[src/rtl/blit_pkg.sv]
package blit_pkg;
    typedef enum logic [1:0] {ST_IDLE, ST_RD, ST_WR} blit_state_e;
    localparam logic [7:0] ROP_SRC_COPY = 8'hCC;
    localparam int         COORD_MAX    = 16'h3FFF;
endpackage

[src/rtl/blit_pix_decode.sv]
module blit_pix_decode (
    input  logic [3:0] code,
    output logic [2:0] bytes_pp,
    output logic       ok
);
    always_comb begin
        ok = 1'b1;
        case (code)
            4'd2:       bytes_pp = 3'd1;
            4'd3, 4'd4: bytes_pp = 3'd2;
            4'd5:       bytes_pp = 3'd3;
            4'd6:       bytes_pp = 3'd4;
            default: begin
                bytes_pp = 3'd0;
                ok       = 1'b0;
            end
        endcase
    end
endmodule

[src/rtl/blit_anchor.sv]
module blit_anchor #(
    parameter int CW = 16
) (
    input  logic [CW-1:0] x,
    input  logic [CW-1:0] y,
    input  logic [CW-1:0] w,
    input  logic [CW-1:0] h,
    input  logic          ltr,
    input  logic          ttb,
    output logic [CW-1:0] sx,
    output logic [CW-1:0] sy,
    output logic          oor
);
    import blit_pkg::*;
    // far-corner anchors move back to the near corner
    assign sx  = ltr ? x : CW'(x + CW'(1) - w);
    assign sy  = ttb ? y : CW'(y + CW'(1) - h);
    assign oor = (32'(sx) > COORD_MAX) || (32'(sy) > COORD_MAX);
endmodule

[src/rtl/blit_reach.sv]
module blit_reach #(
    parameter int CW       = 16,
    parameter int PW       = 16,
    parameter int OW       = 24,
    parameter int MEM_SIZE = 4096
) (
    input  logic [OW-1:0] base,
    input  logic [CW-1:0] sx,
    input  logic [CW-1:0] sy,
    input  logic [CW-1:0] h,
    input  logic [PW-1:0] pitch,
    output logic          bad
);
    localparam int WW = OW + CW + PW + 2;
    logic [WW-1:0] reach;
    assign reach = WW'(base) + WW'(sx) + (WW'(sy) + WW'(h)) * WW'(pitch);
    assign bad   = (pitch == '0) || (WW'(base) >= WW'(MEM_SIZE)) || (reach >= WW'(MEM_SIZE));
endmodule

[src/rtl/rect_blit.sv]
module rect_blit #(
    parameter int CW       = 16,
    parameter int PW       = 16,
    parameter int OW       = 24,
    parameter int AW       = 12,
    parameter int MEM_SIZE = 4096
) (
    input  logic          clk,
    input  logic          rst_n,
    input  logic          start,
    input  logic [7:0]    rop_code,
    input  logic [3:0]    pix_fmt,
    input  logic          dir_ltr,
    input  logic          dir_ttb,
    input  logic          own_geom,
    input  logic [CW-1:0] src_x,
    input  logic [CW-1:0] src_y,
    input  logic [CW-1:0] dst_x,
    input  logic [CW-1:0] dst_y,
    input  logic [CW-1:0] width,
    input  logic [CW-1:0] height,
    input  logic [PW-1:0] src_pitch,
    input  logic [PW-1:0] dst_pitch,
    input  logic [PW-1:0] def_pitch,
    input  logic [OW-1:0] src_off,
    input  logic [OW-1:0] dst_off,
    input  logic [OW-1:0] def_off,
    output logic          busy,
    output logic          done,
    output logic          err,
    output logic [CW-1:0] wb_dst_x,
    output logic [CW-1:0] wb_dst_y,
    output logic [AW-1:0] mem_addr,
    output logic          mem_rd,
    output logic          mem_wr,
    output logic [7:0]    mem_wdata,
    input  logic [7:0]    mem_rdata
);
    import blit_pkg::*;

    localparam int WW = OW + CW + PW + 2;
    localparam int BW = CW + 2;
    localparam int NS = 2;   // side 0 = source, side 1 = destination

    typedef struct packed {
        blit_state_e   st;
        logic          ltr;
        logic          ttb;
        logic [2:0]    bpp;
        logic [OW-1:0] sbase;
        logic [OW-1:0] dbase;
        logic [PW-1:0] sp;
        logic [PW-1:0] dp;
        logic [CW-1:0] ssx;
        logic [CW-1:0] ssy;
        logic [CW-1:0] dsx;
        logic [CW-1:0] dsy;
        logic [CW-1:0] w;
        logic [CW-1:0] h;
        logic [CW-1:0] row;
        logic [BW-1:0] col;
        logic          done;
        logic          err;
        logic [CW-1:0] wbx;
        logic [CW-1:0] wby;
    } regs_t;

    regs_t q, d;

    // ---- start-time decode and checks ----
    logic [2:0] pix_bytes;
    logic       pix_ok;

    blit_pix_decode u_pix (.code(pix_fmt), .bytes_pp(pix_bytes), .ok(pix_ok));

    logic [CW-1:0] side_x [NS];
    logic [CW-1:0] side_y [NS];
    logic [PW-1:0] side_p [NS];
    logic [OW-1:0] side_b [NS];
    logic [CW-1:0] anc_x  [NS];
    logic [CW-1:0] anc_y  [NS];
    logic          side_oor [NS];
    logic          side_bad [NS];

    assign side_x[0] = src_x;
    assign side_y[0] = src_y;
    assign side_x[1] = dst_x;
    assign side_y[1] = dst_y;
    assign side_p[0] = own_geom ? src_pitch : def_pitch;
    assign side_p[1] = own_geom ? dst_pitch : def_pitch;
    assign side_b[0] = own_geom ? src_off : def_off;
    assign side_b[1] = own_geom ? dst_off : def_off;

    for (genvar g = 0; g < NS; g++) begin : g_side
        blit_anchor #(.CW(CW)) u_anc (
            .x(side_x[g]), .y(side_y[g]), .w(width), .h(height),
            .ltr(dir_ltr), .ttb(dir_ttb),
            .sx(anc_x[g]), .sy(anc_y[g]), .oor(side_oor[g])
        );
        blit_reach #(.CW(CW), .PW(PW), .OW(OW), .MEM_SIZE(MEM_SIZE)) u_reach (
            .base(side_b[g]), .sx(anc_x[g]), .sy(anc_y[g]), .h(height),
            .pitch(side_p[g]), .bad(side_bad[g])
        );
    end

    logic dst_fail, src_fail;
    assign dst_fail = !pix_ok || side_oor[1] || side_bad[1];
    assign src_fail = side_oor[0] || side_bad[0];

    function automatic logic [AW-1:0] byte_addr(
        input logic [OW-1:0] base, input logic [CW-1:0] sx, input logic [CW-1:0] sy,
        input logic [PW-1:0] pitch, input logic [CW-1:0] ridx, input logic [BW-1:0] bidx,
        input logic [2:0] bpp);
        logic [WW-1:0] a;
        a = WW'(base) + WW'(sx) * WW'(bpp) + (WW'(sy) + WW'(ridx)) * WW'(pitch) + WW'(bidx);
        return AW'(a);
    endfunction

    // ---- traversal ----
    logic [BW-1:0] row_bytes;
    logic [CW-1:0] row_idx;
    logic [BW-1:0] byte_idx;
    logic          last_col, last_row;

    assign row_bytes = BW'(q.w) * BW'(q.bpp);
    assign row_idx   = q.ttb ? q.row : CW'(q.h - CW'(1) - q.row);
    assign byte_idx  = q.ltr ? q.col : BW'(row_bytes - BW'(1) - q.col);
    assign last_col  = (q.col == BW'(row_bytes - BW'(1)));
    assign last_row  = (q.row == CW'(q.h - CW'(1)));

    always_comb begin
        d      = q;
        d.done = 1'b0;
        unique case (q.st)
            ST_IDLE: begin
                if (start) begin
                    d.err  = 1'b0;
                    d.ltr  = dir_ltr;
                    d.ttb  = dir_ttb;
                    d.bpp  = pix_bytes;
                    d.sbase = side_b[0];
                    d.dbase = side_b[1];
                    d.sp   = side_p[0];
                    d.dp   = side_p[1];
                    d.ssx  = anc_x[0];
                    d.ssy  = anc_y[0];
                    d.dsx  = anc_x[1];
                    d.dsy  = anc_y[1];
                    d.w    = width;
                    d.h    = height;
                    d.row  = '0;
                    d.col  = '0;
                    if (dst_fail) begin
                        d.err  = 1'b1;
                        d.done = 1'b1;
                    end else if (rop_code != ROP_SRC_COPY) begin
                        d.done = 1'b1;
                    end else if (src_fail) begin
                        d.err  = 1'b1;
                        d.done = 1'b1;
                    end else if (width == '0 || height == '0) begin
                        d.done = 1'b1;
                        d.wbx  = dir_ltr ? CW'(anc_x[1] + width)  : anc_x[1];
                        d.wby  = dir_ttb ? CW'(anc_y[1] + height) : anc_y[1];
                    end else begin
                        d.st = ST_RD;
                    end
                end
            end
            ST_RD: d.st = ST_WR;
            ST_WR: begin
                d.st  = ST_RD;
                d.col = BW'(q.col + BW'(1));
                if (last_col) begin
                    d.col = '0;
                    d.row = CW'(q.row + CW'(1));
                    if (last_row) begin
                        d.st   = ST_IDLE;
                        d.done = 1'b1;
                        d.wbx  = q.ltr ? CW'(q.dsx + q.w) : q.dsx;
                        d.wby  = q.ttb ? CW'(q.dsy + q.h) : q.dsy;
                    end
                end
            end
            default: d.st = ST_IDLE;
        endcase
    end

    always_ff @(posedge clk) begin
        if (!rst_n) begin
            q <= '0;
        end else begin
            q <= d;
        end
    end

    assign busy      = (q.st != ST_IDLE);
    assign done      = q.done;
    assign err       = q.err;
    assign wb_dst_x  = q.wbx;
    assign wb_dst_y  = q.wby;
    assign mem_rd    = (q.st == ST_RD);
    assign mem_wr    = (q.st == ST_WR);
    assign mem_wdata = mem_rdata;
    assign mem_addr  = (q.st == ST_WR)
                     ? byte_addr(q.dbase, q.dsx, q.dsy, q.dp, row_idx, byte_idx, q.bpp)
                     : byte_addr(q.sbase, q.ssx, q.ssy, q.sp, row_idx, byte_idx, q.bpp);
endmodule

[config.mk]
export PLATFORM = sky130hd
export DESIGN_NAME = rect_blit
export DESIGN_NICKNAME = d
export VERILOG_FILES = /design/src/rtl/blit_pkg.sv /design/src/rtl/blit_pix_decode.sv /design/src/rtl/blit_anchor.sv /design/src/rtl/blit_reach.sv /design/src/rtl/rect_blit.sv
export SDC_FILE = /design/constraint.sdc
export NUM_CORES = 2
export LEC_CHECK = 0
export ABC_AREA = 0
export BUFFER_PORTS_ARGS = -buffer_cell sky130_fd_sc_hd__buf_2
export CORE_MARGIN = 8
export CORE_UTILIZATION = 65
export CTS_CLUSTER_DIAMETER = 40
export DETAILED_ROUTE_END_ITERATION = 10
export PLACE_DENSITY_LB_ADDON = 0.08
export SLEW_MARGIN = 25
export SYNTH_ARGS = -nofsm -noshare
export SYNTH_HDL_FRONTEND = slang
export SYNTH_SLANG_ARGS = --single-unit
[constraint.sdc]
create_clock -name clk -period 13.3 [get_ports clk]
set_input_delay 0.665 -clock clk [delete_from_list [all_inputs] [get_ports clk]]
set_output_delay 0.665 -clock clk [all_outputs]
set_load 0.03 [all_outputs]
==> impl_summary.md <==
Cells and area
The relative area change from synthesis to final layout is 6.52%. The most frequent standard cell in the layout excluding fill and tap cells is sky130_fd_sc_hd__inv_1. The layout net count is 8187. The filler-free cell count of the finished design is 7727. The utilization after layout is 0.694. The fraction of layout instances using a drive strength above 1 is 0.0734. In the layout the commonest cells are sky130_fd_sc_hd__inv_1 (1042), sky130_fd_sc_hd__nand2_1 (1031), sky130_fd_sc_hd__fa_1 (666).

GRT
The overall routing resource usage is 0.390. The largest net degree at the start of global routing is 104. The initial antenna violation count came to 15. Summed over all layers, the global routing overflow is 0. The first global-routing pass estimated 265000 µm of wire. The number of global-route vias before repair is 46400.

Critical path
The critical path class is in -> reg. The category of the worst setup path launch point is an input port. The master of the slowest instance on the critical path is sky130_fd_sc_hd__and4b_1. The number of buffers and inverters on the critical path is 10.

On the worst path, the slowest cell contributes a delay of 760 ps. STA classifies the critical path endpoint as a flip-flop. The most numerous cell type found on the critical path is sky130_fd_sc_hd__inv_1. The top cell family by delay on the critical path is adder cells.

The critical path required time is 13760 ps. Of all nets on the critical path, the largest fanout is 12. The endpoint arrival time on the critical path is 13020 ps.

Drt
After detailed routing, the total wire length is 173000 µm. The number of iterations in the first detailed-routing pass is 6. The routed layout has 46600 vias. The detailed-route vias per instance is 6.03.

For this run, design rule violations remaining after detail routing come to 0. Dividing the detail-routed wire length by the instance count gives 22.3 µm. After the first detailed-routing iteration, the DRC count stood at 3731. In this run the remaining antenna-violating nets after routing total 0.

CTS
The number of setup buffers added after CTS is 0. The clock tree from TritonCTS is yes. The number of cells upsized or downsized after cts is 0. Buffers inserted during clock tree synthesis total 28.

No sink is reached through more buffers than the 3 on the longest clock path. The number of levels the H-tree was split into is 1. The number of hold buffers added after CTS was 0. The buffer type at the clock tree root is sky130_fd_sc_hd__clkbuf_16. The later pin in the worst-skew pair is clocked with a latency of 590 ps. After clock tree synthesis, the clock-pin slew on the worst setup and hold paths is 60 ps. Clock tree synthesis found a total of 211 sinks.

Outcome
The flow ran to the end, and the final reports show no timing, DRC or antenna violations.

Synth
Averaged over all synthesized cells, the footprint is 7.86 µm². The yosys synthesis warning count is 0. Synthesis instantiated 89 different standard cells from the library. The number of synthesized flops with an enable pin is 0.

After synthesis the cells add up to 51100 µm². For this run, the register share of the synthesized area comes to 0.0826. The share of async-settable or async-resettable flops after synthesis is 0. Synthesis handed over a netlist of 6507 instances. The flip-flop cell with the highest count after synthesis is sky130_fd_sc_hd__dfxtp_1.

The synthesized flop and latch total is 211. When the netlist entered floorplanning its net count stood at 8043.

Floorplanning
The row count is 103. During I/O placement, the number of pins put on the boundary was 299. In this run the vertical extent of the chip is 296 µm. The die width is 296 µm. The overall die area is 87900 µm².

The initial utilization of the core area, before any placement, comes to 0.651. The core area is 78500 µm².

Timing
For the finished layout, the period the worst path requires is 12560 ps. Of the available clock period, the critical path in the final layout requires 0.944. The actual slew at the worst max-slew pin is 1090 ps. The number of pins with negative max-slew slack in the final report is 0.

The worst-case clock skew is 38.8 ps. The setup-violating endpoint count in the final report is 0. Summed over all failing endpoints, the final setup total negative slack is 0 ps. Hold timing on the final database bottoms out at a slack of 366 ps. Setup repair after global routing left no endpoint under its margin.

The worst max-slew margin expressed relative to the limit is 0.275. Timing would allow up to 79.6 MHz. The final hold violation count was 0.

Place
The count of input and output buffers is 282. After detailed placement, the design holds a cell count of 7671. The sum of net half-perimeters after detailed placement is 146000 µm. At the end of routability-driven placement, the weighted congestion stood at 1.03.

Hold path
The class of the most critical hold timing path is in -> reg.

Run
The max-cap violation count is 0.
==> synthesized netlist by cell type (75+ instances only) <==
library cell,count,share of area
sky130_fd_sc_hd__a21oi_1,367,0.036
sky130_fd_sc_hd__nor2b_1,75,0.0092
sky130_fd_sc_hd__o21ai_0,180,0.018
sky130_fd_sc_hd__a21o_1,96,0.014
sky130_fd_sc_hd__ha_1,628,0.15
sky130_fd_sc_hd__dfxtp_1,211,0.083
sky130_fd_sc_hd__fa_1,666,0.26
sky130_fd_sc_hd__nand2b_1,90,0.011
sky130_fd_sc_hd__nor2_1,478,0.035
sky130_fd_sc_hd__xor2_1,109,0.019
sky130_fd_sc_hd__nand2_1,1032,0.076
sky130_fd_sc_hd__mux2i_1,85,0.017
sky130_fd_sc_hd__inv_1,1043,0.077
sky130_fd_sc_hd__nand3_1,83,0.0081
sky130_fd_sc_hd__nor3_1,108,0.011
sky130_fd_sc_hd__a211oi_1,82,0.012
sky130_fd_sc_hd__clkbuf_1,192,0.014
sky130_fd_sc_hd__xnor2_1,219,0.038
sky130_fd_sc_hd__and2_1,127,0.016
==> final timing paths <==
kind	depth (start not counted)	start	slack, ps	to
setup / recovery	44	src_y[1]	740	wb_dst_x[11]$_SDFFE_PN0P_
hold / removal	3	width[10]	370	q[94]$_SDFFE_PN0P_
setup reg to reg	22	q[246]$_SDFFE_PN0P_	6560	q[64]$_SDFFE_PN0P_
hold reg to reg	2	wb_dst_x[10]$_SDFFE_PN0P_	460	wb_dst_x[10]$_SDFFE_PN0P_
==> through the flow <==
stage,instance area [µm²],setup WS [ps]
after floorplan,51100,2100
after global placement,53400,391
after detailed placement,53400,449
after CTS,54400,1010
after global routing,54500,192
final,54500,739
==> cells by family after synthesis <==
kind of cell	synth area share
AO/OA/AOI/OAI	0.127
buffers and inverters	0.0998
flip-flops	0.0826
XOR/XNOR	0.0589
AND/OR/NAND/NOR	0.196
adder cells (fa/ha/maj)	0.414
multiplexers	0.0217
==> final cells by class <==
class | instances | area (µm²)
multi-input cells | 4990 | 41900
fillers | 6713 | 24000
flip-flops and latches | 211 | 4220
inverters | 1044 | 3920
repair buffers | 376 | 2120
well taps | 1050 | 1310
clock buffers | 32 | 736
clock inverters | 19 | 253
diodes | 5 | 12.5
==> tightest hold or removal path, stage by stage <==
cell and delay (ps):
sky130_fd_sc_hd__buf_2 130, sky130_fd_sc_hd__nand2_1 60, sky130_fd_sc_hd__a21oi_1 50
==> sequential cells by signal (all words and copies together) (netlist names) <==
signal,cells
done,1
err,1
q,177
wb_dst_x,16
wb_dst_y,16
==> layer usage <==
metal  track usage  vias up  routed length [µm]
li1              -    21400                   -
met1         0.479    22300               65100
met2         0.613     2241               76300
met5             0        -                 104
met3        0.0999      619               17900
met4         0.243       16               13300
Power is left out: the tool's default activity adds up to more than one toggle a clock period on the data nets, which glitch-free logic cannot reach.
